## src/rtl/mresp_pkg.sv

```systemverilog
package mresp_pkg;

  typedef enum logic [1:0] {
    SCH_IDLE  = 2'd0,
    SCH_OPEN  = 2'd1,
    SCH_ARMED = 2'd2
  } sch_state_e;

endpackage

```

## src/rtl/mresp_sched.sv

```systemverilog
module mresp_sched
  import mresp_pkg::*;
#(
  parameter int DATA_W         = 4,
  parameter int WINDOW_CYC     = 1500,
  parameter int LEAD_SYNC_CYC  = 2938,
  parameter int LEAD_ASYNC_CYC = 3062,
  localparam int FRAME_W       = DATA_W + 3,
  localparam int MAX_LEAD      = (LEAD_ASYNC_CYC > LEAD_SYNC_CYC) ? LEAD_ASYNC_CYC : LEAD_SYNC_CYC,
  localparam int TW            = $clog2(MAX_LEAD + 2)
) (
  input  logic               clk,
  input  logic               rst_n,
  input  logic               rx_strobe,
  input  logic               async_mode,
  input  logic               send_req,
  input  logic [DATA_W-1:0]  tx_word,
  input  logic               ser_active,
  output logic               start_o,
  output logic               armed_o,
  output logic [FRAME_W-1:0] frame_o
);

  localparam logic [TW-1:0] WIN_T   = TW'(WINDOW_CYC);
  localparam logic [TW-1:0] SYNC_T  = TW'(LEAD_SYNC_CYC);
  localparam logic [TW-1:0] ASYNC_T = TW'(LEAD_ASYNC_CYC);
  localparam logic [TW-1:0] ONE_T   = TW'(1);

  sch_state_e         state_q, state_d;
  logic [TW-1:0]      tmr_q, tmr_d;
  logic               mode_q, mode_d;
  logic               strobe_q;
  logic [FRAME_W-1:0] frame_q, frame_d;
  logic               rise;
  logic [TW-1:0]      lead;

  assign rise = rx_strobe & ~strobe_q;
  assign lead = mode_q ? ASYNC_T : SYNC_T;

  always_comb begin
    state_d = state_q;
    tmr_d   = tmr_q;
    mode_d  = mode_q;
    frame_d = frame_q;
    start_o = 1'b0;
    unique case (state_q)
      SCH_IDLE: begin
        if (rise && !ser_active) begin
          state_d = SCH_OPEN;
          tmr_d   = ONE_T;
          mode_d  = async_mode;
        end
      end
      SCH_OPEN: begin
        if (rise) begin
          tmr_d  = ONE_T;
          mode_d = async_mode;
        end else if (send_req) begin
          state_d = SCH_ARMED;
          tmr_d   = tmr_q + ONE_T;
          frame_d = {1'b1, ^tx_word, tx_word, 1'b0};
        end else if (tmr_q == WIN_T) begin
          state_d = SCH_IDLE;
        end else begin
          tmr_d = tmr_q + ONE_T;
        end
      end
      SCH_ARMED: begin
        if (tmr_q == lead) begin
          state_d = SCH_IDLE;
          start_o = 1'b1;
        end else begin
          tmr_d = tmr_q + ONE_T;
        end
      end
      default: state_d = SCH_IDLE;
    endcase
  end

  always_ff @(posedge clk or negedge rst_n) begin
    if (!rst_n) begin
      state_q  <= SCH_IDLE;
      tmr_q    <= '0;
      mode_q   <= 1'b0;
      strobe_q <= 1'b0;
      frame_q  <= '0;
    end else begin
      state_q  <= state_d;
      tmr_q    <= tmr_d;
      mode_q   <= mode_d;
      strobe_q <= rx_strobe;
      frame_q  <= frame_d;
    end
  end

  assign armed_o = (state_q == SCH_ARMED);
  assign frame_o = frame_q;

  p_window_bound_r6: assert property (@(posedge clk) disable iff (!rst_n)
    (state_q == SCH_OPEN) |-> (tmr_q >= ONE_T && tmr_q <= WIN_T));

  p_lead_bound_r4: assert property (@(posedge clk) disable iff (!rst_n)
    (state_q == SCH_ARMED) |-> (tmr_q <= lead));

  p_mode_hold_r9: assert property (@(posedge clk) disable iff (!rst_n)
    (state_q == SCH_ARMED) |=> (state_q != SCH_ARMED) || $stable(mode_q));

endmodule

```

## src/rtl/mresp_serializer.sv

```systemverilog
module mresp_serializer #(
  parameter int FRAME_W  = 7,
  parameter int HALF_CYC = 750,
  localparam int HW      = $clog2(HALF_CYC + 1),
  localparam int IW      = $clog2(2 * FRAME_W)
) (
  input  logic               clk,
  input  logic               rst_n,
  input  logic               start_i,
  input  logic [FRAME_W-1:0] frame_i,
  output logic               active_o,
  output logic               line_n
);

  localparam logic [HW-1:0] HALF_LAST = HW'(HALF_CYC - 1);
  localparam logic [IW-1:0] IDX_LAST  = IW'(2 * FRAME_W - 1);

  logic          active_q, active_d;
  logic [HW-1:0] hc_q, hc_d;
  logic [IW-1:0] hi_q, hi_d;
  logic          line_q, line_d;
  logic          hc_en;

  function automatic logic half_level(input logic [FRAME_W-1:0] fr, input logic [IW-1:0] idx);
    return fr[idx >> 1] ^ idx[0];
  endfunction

  assign hc_en = active_q;

  always_comb begin
    active_d = active_q;
    hc_d     = hc_q;
    hi_d     = hi_q;
    line_d   = line_q;
    if (start_i && !active_q) begin
      active_d = 1'b1;
      hc_d     = '0;
      hi_d     = '0;
      line_d   = half_level(frame_i, '0);
    end else if (hc_en) begin
      if (hc_q == HALF_LAST) begin
        hc_d = '0;
        if (hi_q == IDX_LAST) begin
          active_d = 1'b0;
          hi_d     = '0;
          line_d   = 1'b1;
        end else begin
          hi_d   = hi_q + IW'(1);
          line_d = half_level(frame_i, hi_q + IW'(1));
        end
      end else begin
        hc_d = hc_q + HW'(1);
      end
    end
  end

  always_ff @(posedge clk or negedge rst_n) begin
    if (!rst_n) begin
      active_q <= 1'b0;
      hc_q     <= '0;
      hi_q     <= '0;
      line_q   <= 1'b1;
    end else begin
      active_q <= active_d;
      hc_q     <= hc_d;
      hi_q     <= hi_d;
      line_q   <= line_d;
    end
  end

  assign active_o = active_q;
  assign line_n   = line_q;

  p_idle_high_r1: assert property (@(posedge clk) disable iff (!rst_n)
    !active_q |-> line_q);

  p_start_low_r2: assert property (@(posedge clk) disable iff (!rst_n)
    $rose(active_q) |-> !line_q);

  p_mid_flip_r3: assert property (@(posedge clk) disable iff (!rst_n)
    (active_q && hc_q == HALF_LAST && !hi_q[0]) |=> (line_q != $past(line_q)));

  p_hold_half_r3: assert property (@(posedge clk) disable iff (!rst_n)
    (active_q && hc_q != HALF_LAST) |=> $stable(line_q));

  p_frame_stable_r7: assert property (@(posedge clk) disable iff (!rst_n)
    (active_q && $past(active_q)) |-> $stable(frame_i));

endmodule

```

## src/rtl/mresp_tx.sv

```systemverilog
module mresp_tx #(
  parameter int DATA_W         = 4,
  parameter int HALF_CYC       = 750,
  parameter int WINDOW_CYC     = 1500,
  parameter int LEAD_SYNC_CYC  = 2938,
  parameter int LEAD_ASYNC_CYC = 3062
) (
  input  logic              clk,
  input  logic              rst_n,
  input  logic              async_mode,
  input  logic              rx_strobe,
  input  logic              send_req,
  input  logic [DATA_W-1:0] tx_word,
  output logic              busy,
  output logic              line_n
);

  localparam int FRAME_W = DATA_W + 3;

  logic               start;
  logic               armed;
  logic               ser_active;
  logic [FRAME_W-1:0] frame;

  mresp_sched #(
    .DATA_W        (DATA_W),
    .WINDOW_CYC    (WINDOW_CYC),
    .LEAD_SYNC_CYC (LEAD_SYNC_CYC),
    .LEAD_ASYNC_CYC(LEAD_ASYNC_CYC)
  ) u_sched (
    .clk       (clk),
    .rst_n     (rst_n),
    .rx_strobe (rx_strobe),
    .async_mode(async_mode),
    .send_req  (send_req),
    .tx_word   (tx_word),
    .ser_active(ser_active),
    .start_o   (start),
    .armed_o   (armed),
    .frame_o   (frame)
  );

  mresp_serializer #(
    .FRAME_W (FRAME_W),
    .HALF_CYC(HALF_CYC)
  ) u_ser (
    .clk     (clk),
    .rst_n   (rst_n),
    .start_i (start),
    .frame_i (frame),
    .active_o(ser_active),
    .line_n  (line_n)
  );

  assign busy = armed | ser_active;

  p_phase_mutex_r7: assert property (@(posedge clk) disable iff (!rst_n)
    !(armed && ser_active));

  p_end_high_r7: assert property (@(posedge clk) disable iff (!rst_n)
    $fell(busy) |-> line_n);

endmodule

```

## config.mk

```make
export PLATFORM = sky130hd
export DESIGN_NAME = mresp_tx
export DESIGN_NICKNAME = d
export VERILOG_FILES = /design/src/rtl/mresp_pkg.sv /design/src/rtl/mresp_sched.sv /design/src/rtl/mresp_serializer.sv /design/src/rtl/mresp_tx.sv
export SDC_FILE = /design/constraint.sdc
export NUM_CORES = 1
export LEC_CHECK = 0
export CAP_MARGIN = 5
export CELL_PAD_IN_SITES_DETAIL_PLACEMENT = 0
export CELL_PAD_IN_SITES_GLOBAL_PLACEMENT = 2
export CORE_MARGIN = 10
export CORE_UTILIZATION = 35
export CTS_CLUSTER_SIZE = 16
export DETAILED_ROUTE_END_ITERATION = 16
export GPL_ROUTABILITY_DRIVEN = 0
export PLACE_DENSITY_LB_ADDON = 0.1
export SLEW_MARGIN = 20
export SYNTH_ARGS = -nofsm -noshare
export SYNTH_HDL_FRONTEND = slang
export SYNTH_HIERARCHICAL = 1
export SYNTH_SLANG_ARGS = --single-unit
```

## constraint.sdc

```tcl
create_clock -name clk -period 2.9 [get_ports clk]
set_clock_uncertainty 0.1 [all_clocks]
set_input_delay 0.29 -clock clk [delete_from_list [all_inputs] [get_ports clk]]
set_output_delay 0.29 -clock clk [all_outputs]
set_load 0.01 [all_outputs]
```

==> impl_metrics.toml, run 1 <==
[run_status]
outcome = "complete, no violations"

[floorplanning]
coreArea_sq_mm = 0.00646
start_util_pct = 36.7
num_rows = 29
io_pins = 11
fp.dieW_um = 102
die_y_um = 102
die_area_sq_mm = 0.0105

[clock_network]
cts_buffers = 5
hold_buffers = 0
cts_setup_buffers = 0
cts_buffer_depth = 2
cts_tree = "done"
clock_latency_ps = 300
cts_root_buf = "clkbuf_8"
cts_sinks = 38
cts_resized = 0
path_clk_slew_ps = 90
ctsHtreeMaxLevel = 2

[pwr]
power_mw = 1.72
power_switching_share_pct = 31.0
ir_drop_mv = 0.294
seqPwrFrac_pct = 38.0
comb_power_share_pct = 29.6
p_clk_share_pct = 32.4
total_leakage_power_nw = 1.14
power_density_mw_per_mm2 = 636
switchingPower_mw = 0.532
internal-power_mw = 1.18

[synth]
synth_cell_types = 58
netlist_area_sq_mm = 0.00237
syn_inst = 245
yosysTopAreaCell = "dfrtp_1"
synth_edf_count = 0
ys_warn_count = 6
post-synth-top-count-cell = "dfrtp_1"
syn-num-nets = 265
avgSynthCellArea_sq_um = 9.69
synth-main-ff-cell = "dfrtp_1"
synth.top_cells.by_count = "dfrtp_1, nand2_1, nor2_1"
synth_top_area_share_pct = 39.0
ys_seq_area_share_pct = 40.1
yosys-top-cells-area = "dfrtp_1, ha_1, o21ai_0"
ys_async_sr_fraction_pct = 100
synth-seq-cells = 38

[worst_setup_path]
start_kind = "flip-flop"
path_class = "flip-flop to flip-flop"
regToRegSetupSlack_ps = 520
startpoint = "u_sched/tmr_q[2]"
cp_max_fo = 15
critPathArrivalTime_ps = 2450
reg2reg_from = "u_sched/tmr_q[2]"
end_kind = "flip-flop"
critPathRequiredTime_ps = 2970

[timing]
setup_viol = 0
fin_crit_ps = 2380
finalMaxSlewViolations = 0
grt_setup_unrepaired = "false"
worst_slew_pin_slew_ps = 1010
max_slew_margin_pct = 32.6
finalHoldViolations = 0
fmax_mhz = 420
min_period_over_period_pct = 82.1
fin_setup_tns_ps = 0

[hold_path]
holdCritPathClass = "input pin to async pin"

[global_route]
gr-total-overflow = 0
grt_pass1_vias = 1906
antenna_found_initial = 0
grt_start_max_net_pins = 39
grt_use_total_pct = 11.3
grt_pass1_wl_mm = 9.48

[placed_design]
hpwlAfterDp_mm = 3.90
numPortBuffers = 10

[detailed_routing]
vias = 1863
viasPerCell = 5.53
drtAntennaViolNets = 0
drt_wl_total_mm = 5.48
first_pass_iters = 4
routedWlPerCell_um = 16.2
drc = 0
drt_iter0_drc = 63

[final_layout]
final_nets = 279
drive_gt1_share_pct = 12.7
areaGrowthSynthToFinish_pct = 13.7
diodes = 0

[flow_run]
max-cap-violations = 0
-- flip-flops by register name, indices dropped and copies added (netlist names) --
name,cells
u_sched/frame_o,6
u_sched/mode_q,1
u_sched/state_q,2
u_sched/strobe_q,1
u_sched/tmr_q,12
u_ser/active_o,1
u_ser/hc_q,10
u_ser/hi_q,4
u_ser/line_n,1
-- metal layers --
metal | routed length (um) | part of all wire, % | up-vias | GRT usage, %
met5 | 0 | 0 | - | 0
met4 | 42 | 0.77 | 0 | 3.25
met3 | 125 | 2.3 | 4 | 2.29
met2 | 2740 | 50 | 16 | 19.2
met1 | 2570 | 47 | 910 | 14.1
li1 | - | - | 933 | -
-- final timing paths --
check / cells past startpoint / end
setup reg to reg: 5 / u_ser/hc_q[4]
hold reg to reg: 1 / u_sched/frame_o[6]
min in group clk: 1 / u_sched/frame_o[6]
setup / recovery: 5 / u_ser/hc_q[4]
max in group asynchronous: 1 / u_sched/frame_o[1]
hold / removal: 1 / u_sched/tmr_q[8]
-- layout make-up --
type | count | area (sq um)
clock inverters | 3 | 68.8
well taps | 77 | 96.3
multi-input cells | 188 | 1330
inverters | 10 | 37.5
clock buffers | 5 | 68.8
repair buffers | 16 | 140
flip-flops and latches | 38 | 952
fillers | 641 | 3760
-- worst max-delay path, cell delays in order, from the launching register on --
cell	delay, ps
dfrtp_1	450
or4b_4	560
a2111oi_4	480
nor2_1	340
o21ai_0	230
o21ai_1	80
-- cells by family after synthesis --
family / Yosys count / share of synthesized area, %
compound gates: 67 / 21.3
xor+xnor: 6 / 2.21
fa+ha+maj: 11 / 5.80
buf+inv: 19 / 3.69
flops: 38 / 40.1
mux: 13 / 6.27
other cells: 1 / 0.158
simple gates: 90 / 20.4
-- placed cells by master (no fill, tap or decap), types with 6 or more instances in the layout --
cell type        instances
nand3_1                 10
a22o_1                   6
dfrtp_1                 37
nor2_1                  19
buf_4                    6
clkdlybuf4s50_1          9
nand4_1                  6
o21ai_0                 15
nand2_1                 19
nand2b_1                 6
ha_1                    11
o21ai_1                  7
inv_1                   10
mux2i_1                  7
-- per-stage QoR --
stage          area, sq um  hold WS, ps  util, %  instances  setup slack [ps]
6_report              2700         7.93     41.8        337               519
3_5_place_dp          2560          354     39.6        329               388
5_1_grt               2700         79.6     41.8        337               313
2_1_floorplan         2370         -106        -        245               692
3_3_place_gp          2560          351     39.6        329               467
4_1_cts               2700         50.6     41.8        337               482
-- power groups by stage --
stage | Clock, mW | Combinational [mW] | Sequential (mW)
2_1_floorplan | 0 | 0.398 | 0.645
3_3_place_gp | 0 | 0.520 | 0.661
3_5_place_dp | 0 | 0.515 | 0.663
4_1_cts | 0.577 | 0.517 | 0.653
5_1_grt | 0.595 | 0.574 | 0.665
6_report | 0.556 | 0.509 | 0.652
No activity file was read; power rests on OpenSTA's default activity.
==> run 2: changes to the inputs <==
Clock period 2.9 ns to 2.09 ns, I/O delays scaled along.
==> impl_metrics.toml, run 2 (same netlist as run 1, synthesis figures left out) <==
[run_status]
outcome = "finished with violations"
violations = "setup timing"

[final_layout]
largest_reg_flops = 12
drive_gt1_share_pct = 29.6
final_nets = 320
final_util_pct = 48.0
areaGrowthSynthToFinish_pct = 30.7
diodes = 0
finalNonFillerCells = 378
top_register = "u_sched/tmr_q"
final.fill_count = 632
layout_commonest_cell = "buf_4"
stdcell_area_sq_mm = 0.00310
final_cell_mix = "buf_4, dfrtp_1, nand2_1"

[floorplanning]
coreArea_sq_mm = 0.00646
num_rows = 29
die_area_sq_mm = 0.0105
start_util_pct = 36.7
io_pins = 11
die_y_um = 102
fp.dieW_um = 102

[worst_setup_path]
path_class = "flip-flop to flip-flop"
cpPeakStageDelay_ps = 570
end_kind = "flip-flop"
crit_chain = "or4b_4 > a2111oi_4 > a311o_4 > nor2_4 > buf_6 > a22o_4"
crit_slowest_cell = "or4b_4"
critPathArrivalTime_ps = 2280
start_kind = "flip-flop"
regToRegSetupSlack_ps = -110
cp_max_fo = 7
critPathRequiredTime_ps = 2170

[timing]
fin_crit_ps = 2200
fin_setup_tns_ps = -1110
setup_ws_ps = -108
grt_setup_unrepaired = "true"
fin_hold_ws_ps = 325
fmax_mhz = 455
finalHoldViolations = 0
min_period_over_period_pct = 105
setup_viol = 21
finalMaxSlewViolations = 0

[placed_design]
numPortBuffers = 10
dpl_worst_slack_ps = -193
dp.cells = 361
hpwlAfterDp_mm = 4.18
placed_cell_area_sq_mm = 0.00282

[clock_network]
path_clk_slew_ps = 70
clock_latency_ps = 290
cts_buffers = 5
cts_sinks = 38
cts_buffer_depth = 2
cts_root_buf = "clkbuf_8"
cts_tree = "done"
ctsHtreeMaxLevel = 2

[global_route]
grt_pass1_vias = 1917
grt_use_total_pct = 11.6
antenna_found_initial = 0
gr-total-overflow = 0
grt_start_max_net_pins = 39
grt_pass1_wl_mm = 9.64

[detailed_routing]
drtAntennaViolNets = 0
wl_met2_mm = 2.56
viasPerCell = 5.33
vias = 2013
met1_length_mm = 3.06
highest_layer = "met4"
route.met3.wl_um = 232
drc = 0
routedWlPerCell_um = 15.7
first_pass_iters = 4
drt_wl_total_mm = 5.93
drt_iter0_drc = 86

[pwr]
ir_drop_mv = 0.591
power_mw = 2.46
power_density_mw_per_mm2 = 794
total_leakage_power_nw = 1.38

[hold_path]
holdCritPathClass = "input pin to async pin"

[flow_run]
max-cap-violations = 0
==> run 2: cell count changes in the layout (fill, tap and decap cells not counted), moves of 2 or more <==
cell	delta
o21ai_1	+2
buf_4	+36
a22o_4	+2
bufinv_16	-2
nor2_1	-2
o21ai_0	-6
o41ai_2	+2
a22o_2	-2
nor2_4	+3
buf_6	+2
clkbuf_8	+3
o41ai_1	-2
o21ai_2	+4
==> run 2: power by group <==
group          total [mW]  internal, mW  switching (mW)
combinational       0.992         0.517           0.475
sequential          0.877         0.829          0.0483
clock               0.593         0.333           0.260
total                2.46          1.68           0.784
==> run 2: layer usage <==
metal / up-vias / GRT usage, %
met4: 0 / 4.12
met2: 37 / 16.1
li1: 1015 / -
met5: - / 0
met1: 953 / 17.1
met3: 8 / 2.56
==> run 2: critical path: cells and delay by family (launching register included) <==
family	cells	cell delay, ps
flip-flops	1	390
AND/OR/NAND/NOR	2	620
AO/OA/AOI/OAI	3	860
buffers and inverters	1	120
==> run 2: final timing paths <==
check,endpoint,cells past startpoint,start
setup / recovery,u_sched/tmr_q[2],6,u_sched/tmr_q[2]
hold / removal,u_ser/hc_q[8],3,rst_n
setup reg to reg,u_sched/tmr_q[2],6,u_sched/tmr_q[2]
hold reg to reg,u_sched/frame_o[6],1,u_sched/frame_o[6]
max in group asynchronous,u_ser/line_n,3,rst_n
min in group clk,u_sched/frame_o[6],1,u_sched/frame_o[6]
==> run 2: area by class of cell <==
| class | count | area [sq um] | share of cell area [%] |
|---|---|---|---|
| Tap cell | 77 | 96.3 | 3.11 |
| Timing Repair Buffer | 56 | 462 | 14.9 |
| Multi-Input combinational cell | 189 | 1440 | 46.6 |
| Sequential cell | 38 | 952 | 30.7 |
| Clock buffer | 8 | 110 | 3.55 |
| Inverter | 10 | 37.5 | 1.21 |
==> run 2: what timing repair did <==
| action | CTS | global route |
|---|---|---|
| hold endpoints to repair | 37 | 0 |
| resized for setup | 9 | 20 |
| setup buffers | 5 | 2 |
| setup endpoints to repair | 19 | 23 |
| hold buffers | 1 | 0 |
| cloned | 0 | 1 |
| pin swaps | 4 | 16 |
